==> src/rtl/fc_pkg.sv <==
package fc_pkg;

    typedef struct packed {
        logic       wr;
        logic       wren;
        logic       err;
        logic       sidl;
        logic [3:0] op;
    } fc_ctl_t;

    localparam logic [3:0] OP_CFG_BYTE = 4'h0;
    localparam logic [3:0] OP_WORD     = 4'h1;
    localparam logic [3:0] OP_ROW      = 4'h2;
    localparam logic [3:0] OP_PAGE     = 4'h3;
    localparam logic [3:0] OP_BULK_AUX = 4'hA;
    localparam logic [3:0] OP_BULK_PRI = 4'hD;

endpackage

==> src/rtl/fc_opdecode.sv <==
module fc_opdecode
    import fc_pkg::*;
#(
    parameter int CNT_W  = 8,
    parameter int T_CFG  = 4,
    parameter int T_WORD = 6,
    parameter int T_ROW  = 10,
    parameter int T_PAGE = 12,
    parameter int T_AUX  = 16,
    parameter int T_PRI  = 20
) (
    input  logic [3:0]       code_i,
    output logic             valid_o,
    output logic [CNT_W-1:0] dur_o
);

    always_comb begin
        valid_o = 1'b1;
        dur_o   = '0;
        unique case (code_i)
            OP_CFG_BYTE: dur_o = CNT_W'(T_CFG);
            OP_WORD:     dur_o = CNT_W'(T_WORD);
            OP_ROW:      dur_o = CNT_W'(T_ROW);
            OP_PAGE:     dur_o = CNT_W'(T_PAGE);
            OP_BULK_AUX: dur_o = CNT_W'(T_AUX);
            OP_BULK_PRI: dur_o = CNT_W'(T_PRI);
            default:     valid_o = 1'b0;
        endcase
    end

endmodule

==> src/rtl/fc_optimer.sv <==
module fc_optimer #(
    parameter int CNT_W = 8
) (
    input  logic             clk,
    input  logic             por_n,
    input  logic             load_i,
    input  logic [CNT_W-1:0] load_val_i,
    input  logic             abort_i,
    input  logic             busy_i,
    input  logic             run_ok_i,
    output logic             done_o
);

    typedef struct packed {
        logic [CNT_W-1:0] cnt;
        logic             done;
    } tmr_t;

    tmr_t tmr_d, tmr_q;

    always_comb begin
        tmr_d      = tmr_q;
        tmr_d.done = 1'b0;
        if (abort_i) begin
            tmr_d.cnt = '0;
        end else if (load_i) begin
            tmr_d.cnt = load_val_i;
        end else if (busy_i && run_ok_i && (tmr_q.cnt != '0)) begin
            tmr_d.cnt = tmr_q.cnt - 1'b1;
            if (tmr_q.cnt == CNT_W'(1)) begin
                tmr_d.done = 1'b1;
            end
        end
    end

    always_ff @(posedge clk or negedge por_n) begin
        if (!por_n) begin
            tmr_q <= '0;
        end else begin
            tmr_q <= tmr_d;
        end
    end

    assign done_o = tmr_q.done;

endmodule

==> src/rtl/fc_pwr.sv <==
module fc_pwr #(
    parameter int WAKE_CYC = 5
) (
    input  logic clk,
    input  logic por_n,
    input  logic sys_rst_n,
    input  logic psave_req_i,
    input  logic wake_evt_i,
    input  logic busy_i,
    input  logic sidl_i,
    output logic idle_o,
    output logic standby_o,
    output logic ready_o
);

    localparam int WAKE_W = $clog2(WAKE_CYC + 1);

    typedef struct packed {
        logic              idle;
        logic [WAKE_W-1:0] wake;
    } pwr_t;

    pwr_t pwr_d, pwr_q;

    always_comb begin
        pwr_d = pwr_q;
        if (pwr_q.wake != '0) begin
            pwr_d.wake = pwr_q.wake - 1'b1;
        end
        if (!sys_rst_n) begin
            pwr_d = '0;
        end else if (pwr_q.idle) begin
            if (wake_evt_i) begin
                pwr_d.idle = 1'b0;
                if (sidl_i) begin
                    pwr_d.wake = WAKE_W'(WAKE_CYC);
                end
            end
        end else if (psave_req_i && !busy_i) begin
            pwr_d.idle = 1'b1;
        end
    end

    always_ff @(posedge clk or negedge por_n) begin
        if (!por_n) begin
            pwr_q <= '0;
        end else begin
            pwr_q <= pwr_d;
        end
    end

    assign idle_o    = pwr_q.idle;
    assign standby_o = pwr_q.idle && sidl_i;
    assign ready_o   = !standby_o && (pwr_q.wake == '0);

endmodule

==> src/rtl/flash_ctl_reg.sv <==
module flash_ctl_reg
    import fc_pkg::*;
#(
    parameter int CNT_W    = 8,
    parameter int T_CFG    = 4,
    parameter int T_WORD   = 6,
    parameter int T_ROW    = 10,
    parameter int T_PAGE   = 12,
    parameter int T_AUX    = 16,
    parameter int T_PRI    = 20,
    parameter int WAKE_CYC = 5
) (
    input  logic        clk,
    input  logic        por_n,
    input  logic        sys_rst_n,
    input  logic        bus_wr,
    input  logic [15:0] bus_wdata,
    output logic [15:0] bus_rdata,
    input  logic        psave_req,
    input  logic        wake_evt,
    output logic        idle_o,
    output logic        reg_standby_o,
    output logic        flash_ready_o,
    output logic        op_busy_o,
    output logic [3:0]  op_code_o,
    output logic        op_done_o
);

    localparam int B_WR   = 15;
    localparam int B_WREN = 14;
    localparam int B_ERR  = 13;
    localparam int B_SIDL = 12;

    fc_ctl_t          ctl_d, ctl_q;
    logic             start_d;
    logic             abort_d;
    logic             code_ok;
    logic [CNT_W-1:0] code_dur;
    logic             tmr_done;
    logic             unused_wbits;

    assign unused_wbits = ^bus_wdata[11:4];

    fc_opdecode #(
        .CNT_W(CNT_W), .T_CFG(T_CFG), .T_WORD(T_WORD), .T_ROW(T_ROW),
        .T_PAGE(T_PAGE), .T_AUX(T_AUX), .T_PRI(T_PRI)
    ) u_dec (
        .code_i (bus_wdata[3:0]),
        .valid_o(code_ok),
        .dur_o  (code_dur)
    );

    fc_optimer #(.CNT_W(CNT_W)) u_tmr (
        .clk       (clk),
        .por_n     (por_n),
        .load_i    (start_d),
        .load_val_i(code_dur),
        .abort_i   (abort_d),
        .busy_i    (ctl_q.wr),
        .run_ok_i  (flash_ready_o),
        .done_o    (tmr_done)
    );

    fc_pwr #(.WAKE_CYC(WAKE_CYC)) u_pwr (
        .clk        (clk),
        .por_n      (por_n),
        .sys_rst_n  (sys_rst_n),
        .psave_req_i(psave_req),
        .wake_evt_i (wake_evt),
        .busy_i     (ctl_q.wr),
        .sidl_i     (ctl_q.sidl),
        .idle_o     (idle_o),
        .standby_o  (reg_standby_o),
        .ready_o    (flash_ready_o)
    );

    always_comb begin
        ctl_d   = ctl_q;
        start_d = 1'b0;
        abort_d = 1'b0;
        if (tmr_done) begin
            ctl_d.wr = 1'b0;
        end
        if (!sys_rst_n) begin
            ctl_d.sidl = 1'b0;
        end else if (bus_wr) begin
            if (ctl_q.wr) begin
                if (!tmr_done) begin
                    ctl_d.sidl = bus_wdata[B_SIDL];
                    if (!bus_wdata[B_WREN]) begin
                        ctl_d.wr   = 1'b0;
                        ctl_d.wren = 1'b0;
                        ctl_d.err  = 1'b1;
                        abort_d    = 1'b1;
                    end
                end
            end else begin
                ctl_d.wren = bus_wdata[B_WREN];
                ctl_d.err  = bus_wdata[B_ERR];
                ctl_d.sidl = bus_wdata[B_SIDL];
                ctl_d.op   = bus_wdata[3:0];
                if (bus_wdata[B_WR]) begin
                    if (bus_wdata[B_WREN] && code_ok) begin
                        ctl_d.wr  = 1'b1;
                        ctl_d.err = 1'b0;
                        start_d   = 1'b1;
                    end else begin
                        ctl_d.err = 1'b1;
                    end
                end
            end
        end
    end

    always_ff @(posedge clk or negedge por_n) begin
        if (!por_n) begin
            ctl_q <= '0;
        end else begin
            ctl_q <= ctl_d;
        end
    end

    assign bus_rdata = {ctl_q.wr, ctl_q.wren, ctl_q.err, ctl_q.sidl, 8'h00, ctl_q.op};
    assign op_busy_o = ctl_q.wr;
    assign op_code_o = ctl_q.op;
    assign op_done_o = tmr_done;

endmodule

==> config.mk <==
export PLATFORM = sky130hd
export DESIGN_NAME = flash_ctl_reg
export DESIGN_NICKNAME = d
export VERILOG_FILES = /design/src/rtl/fc_pkg.sv /design/src/rtl/fc_opdecode.sv /design/src/rtl/fc_optimer.sv /design/src/rtl/fc_pwr.sv /design/src/rtl/flash_ctl_reg.sv
export SDC_FILE = /design/constraint.sdc
export NUM_CORES = 1
export LEC_CHECK = 0
export ABC_CLOCK_PERIOD_IN_PS = 5900
export BUFFER_PORTS_ARGS = -buffer_cell sky130_fd_sc_hd__buf_2
export CORE_MARGIN = 5
export CORE_UTILIZATION = 50
export DETAILED_ROUTE_END_ITERATION = 8
export PLACE_DENSITY = 0.84
export SLEW_MARGIN = 40
export SYNTH_ARGS = -nofsm -noshare
export SYNTH_HDL_FRONTEND = slang
export SYNTH_HIERARCHICAL = 1
export SYNTH_SLANG_ARGS = --single-unit
==> constraint.sdc <==
create_clock -name clk -period 5.9 [get_ports clk]
set_clock_uncertainty 0.15 [all_clocks]
set_input_delay 0.59 -clock clk [delete_from_list [all_inputs] [get_ports clk]]
set_output_delay 0.59 -clock clk [all_outputs]
set_load 0.05 [all_outputs]
# Word-level counts from Yosys, hierarchy flattened
# Cells that the tools add are included.
# op_classes
addsub	2
mul	0
div_mod_pow	0
order_cmp	0
n_eq_ne	10
n_shift	0
n_mux	37
n_bitwise	1
n_reduce_logical	17
# ops
cell	n
case mux 5 bit (6 select lines)	1
2-to-1 mux 8 bit	3
2-to-1 mux 1 bit	22
2-to-1 mux 4 bit	5
2-to-1 mux 3 bit	5
2-to-1 mux 9 bit	1
equality test 4 x 2 -> 1 bit, second input constant	2
equality test 4 bit, second input constant	2
equality test 8 x 1 -> 1 bit, second input constant	1
nonzero test 8 bit	1
subtractor 8 x 1 -> 8 bit, second input constant	1
logical AND 1 bit	6
nonzero test 3 bit	2
OR reduction 6 bit	1
equality test 4 x 1 -> 1 bit, second input constant	1
zero test 4 bit	1
!= test 2 bit, second input constant	2
AND reduction 4 bit	1
zero test 3 bit	1
!= test 3 bit, second input constant	1
AND reduction 3 bit	1
subtractor 3 x 1 -> 3 bit, second input constant	1
zero test 1 bit	2
!= test 2 x 1 -> 1 bit, second input constant	1
2 further kinds	2
# totals
regBits	21
latch_bits	0
mem_bits_rw	0
mem_bits_ro	0
inputBits	22
out_inout_bits	25
wordCells	76
memories	0

# Logic depth before layout (Yosys ltp)
# depth
word_depth	11
depth_mapped	10
mapped_depth_nobuf	8

# Hierarchy
# Netlist, hierarchy kept.
# modules_own_cells
module	n_inst	cells_each	area_per_inst_um2	seq_area_each_um2
fc_optimer	1	62	616.8	225.2
flash_ctl_reg	1	47	494.2	200.2
fc_pwr	1	24	262.8	100.1
fc_opdecode	1	18	123.9	0.0

# Worst setup path before layout
# No wires, ideal clock.
# synth_timing
path_kind	register to register
from	reg u_pwr.pwr_q, in the netlist u_pwr/idle_o
to	reg u_tmr/tmr_q[5] (netlist bit)
setup_ns	0.099
t_arrival_ns	2.791
t_required_ns	5.651
path_slack_ns	2.860
path_stages_with_launch	6
n_path_buf	0
period_less_slack_ns	3.040
path_cell_list	dfrtp_1 > and2_1 > nor2_1 > nand4b_1 > or4_1 > a311oi_1
# synth_between
elab_chain_len	6
# synth_lines
item	line	text
start, declared	fc_pwr.sv:23	pwr_t pwr_d, pwr_q;
start signal, assigned	fc_pwr.sv:48	pwr_q <= pwr_d;
logical AND 1 bit	fc_pwr.sv:53	assign standby_o = pwr_q.idle && sidl_i;
via reg_standby_o	flash_ctl_reg.sv:22	output logic reg_standby_o,
zero test 1 bit	fc_pwr.sv:54	assign ready_o = !standby_o && (pwr_q.wake == '0);
logical AND 1 bit	fc_pwr.sv:54	
via flash_ready_o	flash_ctl_reg.sv:23	output logic flash_ready_o,
logical AND 1 bit (2 in a row)	fc_optimer.sv:28	end else if (busy_i && run_ok_i && (tmr_q.cnt != '0)) begin
nonzero test 3 bit (no line)	-	
end signal, assigned	fc_optimer.sv:40	tmr_q <= tmr_d;
end, declared	fc_optimer.sv:19	tmr_t tmr_d, tmr_q;
# The timed path passes the listed nets, and every way through them passes these cells.
# A chain may end at the register's enable or synchronous reset.

# Worst setup path in the final report
# layout_timing
from	reg u_pwr/pwr_q[0] (netlist bit)
to	out flash_ready_o
# layout_between
elab_chain_len	2
# layout_lines
item	line
zero test 3 bit	fc_pwr.sv:54
logical AND 1 bit	fc_pwr.sv:54
end, declared	flash_ctl_reg.sv:23
# Every way passes these cells.

==> impl_metrics.toml <==
[final_layout]
antenna_cells = 0
nNetsFinal = 202
final_area_um2 = 1620
syn_to_final_growth_pct = 7.94
final_cell_mix = "buf_2, dfrtp_1, nor2_1"
mostFrequentLayoutCell = "buf_2"
drive_gt1_share_pct = 30.3

[run_status]
status = "completed"

[worst_setup_path]
endpoint_kind = "primary output"
crit_type = "reg2out"
start_kind = "flip-flop"
cp.arrival_ps = 1680
regToRegSetupSlack_ps = 3630
cpMaxStageDelayCell = "dfrtp_1"
crit_end = "flash_ready_o"
worst_ep_required_time_ps = 5160
slowest_delay_ps = 420
crit_fanout = 4
rr_endpoint = "u_tmr/tmr_q[2]"
startpoint = "u_pwr/pwr_q[0]"
reg2reg_from = "op_busy_o"
reg2reg_depth = 4
critical_path.cell_chain = "inv_1 -> ha_1 -> nand2b_4 -> nor2_1 -> buf_2"

[global_routing]
grt_usage_pct = 16.1
gr-usage-met3_pct = 2.76
grt_pass1_wl_mm = 5.38
gr-total-overflow = 0
use_met1_pct = 18.5
grt_use_met2_pct = 30.0
antenna_found_initial = 0
grt_max_degree = 22
grt_pass1_vias = 1222
busiest_layer = "met2"

[place]
place_hpwl_mm = 2.44
gp_congestion = 0.777
dpl-instance-area_um2 = 1590
portBuffers = 30

[detailed_routing]
drc = 0
routedWlPerCell_um = 15.3
initialDrtViolationCount = 51
vias_per_cell = 5.77
drt-pass1-iter-count = 4
via_count = 1188
routed_wl_mm = 3.16
detail-route-antenna-nets = 0

[pwr]
ir_drop_mv = 0.172
power_switching_share_pct = 46.8
p_comb_share_pct = 47.2
power_frac_seq_pct = 40.7
power_frac_clock_pct = 12.1
power_density_nw_per_um2 = 373
switching_power_uw = 282
p_leak_nw = 0.711
internal-power_uw = 320

[clock_tree]
cts_num_sinks = 21
clock_latency_ps = 310
cts.clk_slew.worst_paths_ps = 130
tritoncts = "yes"
clk_path_buf_depth = 2
post_cts_resized = 0
cts_made_buffers = 3
cts_hold_buf = 0
cts_setup_buffers = 0
htree_levels = 1
cts_root_buffer = "clkbuf_4"

[timing]
rsz0062_at_grt = "no"
final.period_utilization_pct = 41.0
fmax_ghz = 0.414
whs_ps = 66.1
period_minus_slack_ps = 2420
hold_viol = 0
worstMarginPinSlew_ps = 766
slew_headroom_pct = 48.7
tns_ps = 0
setup_violations = 0
slew_viol_final = 0

[die]
core_area_um2 = 2810
die_area_um2 = 4190
start_util_pct = 53.4
row_count = 19
die_w_um = 64.7
die_h_um = 64.7
io_pins = 47

[synthesis]
ys_types = 53
netlist_instances = 151
yosysTopAreaCell = "dfrtp_1"
async_flop_share_pct = 100
ys_seq_area_share_pct = 35.1
ys_ff_latch = 21
yosys_warnings = 6
synthFlopType = "dfrtp_1"
avgSynthCellArea_um2 = 9.92
synth_top_area_share_pct = 35.1
netlist_area_um2 = 1500
synth_edf_count = 0
synth_area_leaders = "dfrtp_1, buf_4, ha_1"

[run]
cap_violations = 0

[hold_path]
hp-class = "in2async"
-- sequential cells by signal, indices dropped and copies added, names as in the netlist --
signal / cells
u_pwr/idle_o: 1
bus_rdata: 3
u_tmr/tmr_q: 8
u_pwr/pwr_q: 3
op_busy_o: 1
op_code_o: 4
u_tmr/done_o: 1
-- logic make-up after synthesis --
logic type               count (synthesis)  share of synthesized area, %
AND/OR/NAND/NOR                         56                          27.2
buffers and inverters                   28                          11.8
other                                    2                         0.501
flip-flops                              21                          35.1
adder cells (fa/ha/maj)                  4                          3.34
XOR/XNOR                                 3                          1.75
AO/OA/AOI/OAI                           32                          16.6
multiplexers                             5                          3.68
-- cell usage after synthesis, types with 3 or more instances --
| cell | count |
|---|---|
| nor2b_1 | 3 |
| o21ai_0 | 3 |
| dfrtp_1 | 21 |
| mux2_1 | 4 |
| inv_1 | 7 |
| nand2_1 | 3 |
| clkbuf_1 | 3 |
| nand2b_1 | 3 |
| nor2_1 | 13 |
| nor3_1 | 4 |
| o21a_1 | 3 |
| a21oi_1 | 5 |
| buf_4 | 17 |
| a211oi_1 | 6 |
| ha_1 | 4 |
| nor3b_1 | 3 |
| xnor2_1 | 3 |
-- critical path, delay by kind of cell (launching register included) --
family,cells,cell delay (ps)
flip-flops,1,420
AND/OR/NAND/NOR,2,280
adder cells (fa/ha/maj),1,260
buffers and inverters,2,400
-- per-layer routing --
metal	share of wire [%]	wire (um)
met1	41	1290
met2	53	1680
met3	4.6	146
met4	1.1	34
met5	0	0
-- how the worst min path moves through the flow --
stage	from	slack, ps	end	cells past startpoint
finish	por_n	70	op_code_o[3]	1
global route	por_n	90	op_code_o[3]	1
CTS	por_n	80	op_code_o[1]	1
detailed placement	op_code_o[1]	340	op_code_o[1]	1
global placement	op_code_o[1]	330	op_code_o[1]	1
floorplan	por_n	140	bus_rdata[12]	0
-- cell type report --
class	instances	area, um2
sequential	21	526
timing repair buffer	31	158
clock buffer	3	22.5
tap	31	38.8
fill	258	1190
clock inverter	1	7.51
inverter	7	26.3
multi-input combinational	112	838
-- through the flow --
stage               power (mW)  cells  util (%)  worst slack [ps]
global placement         0.512    202      56.4              3270
global route             0.642    206      57.6              3330
CTS                      0.607    206      57.6              3450
detailed placement       0.533    202      56.6              3210
finish                   0.602    206      57.6              3480
floorplan                0.475    161         -              2860
-- power groups by stage --
stage	Sequential (mW)	Clock, mW	Combinational, mW
after detailed placement	0.247	0	0.286
after global placement	0.240	0	0.272
after global routing	0.251	0.0826	0.308
after CTS	0.244	0.0763	0.287
final	0.245	0.0728	0.284
after floorplan	0.262	0	0.212
Power figures use the tool's default switching activity.
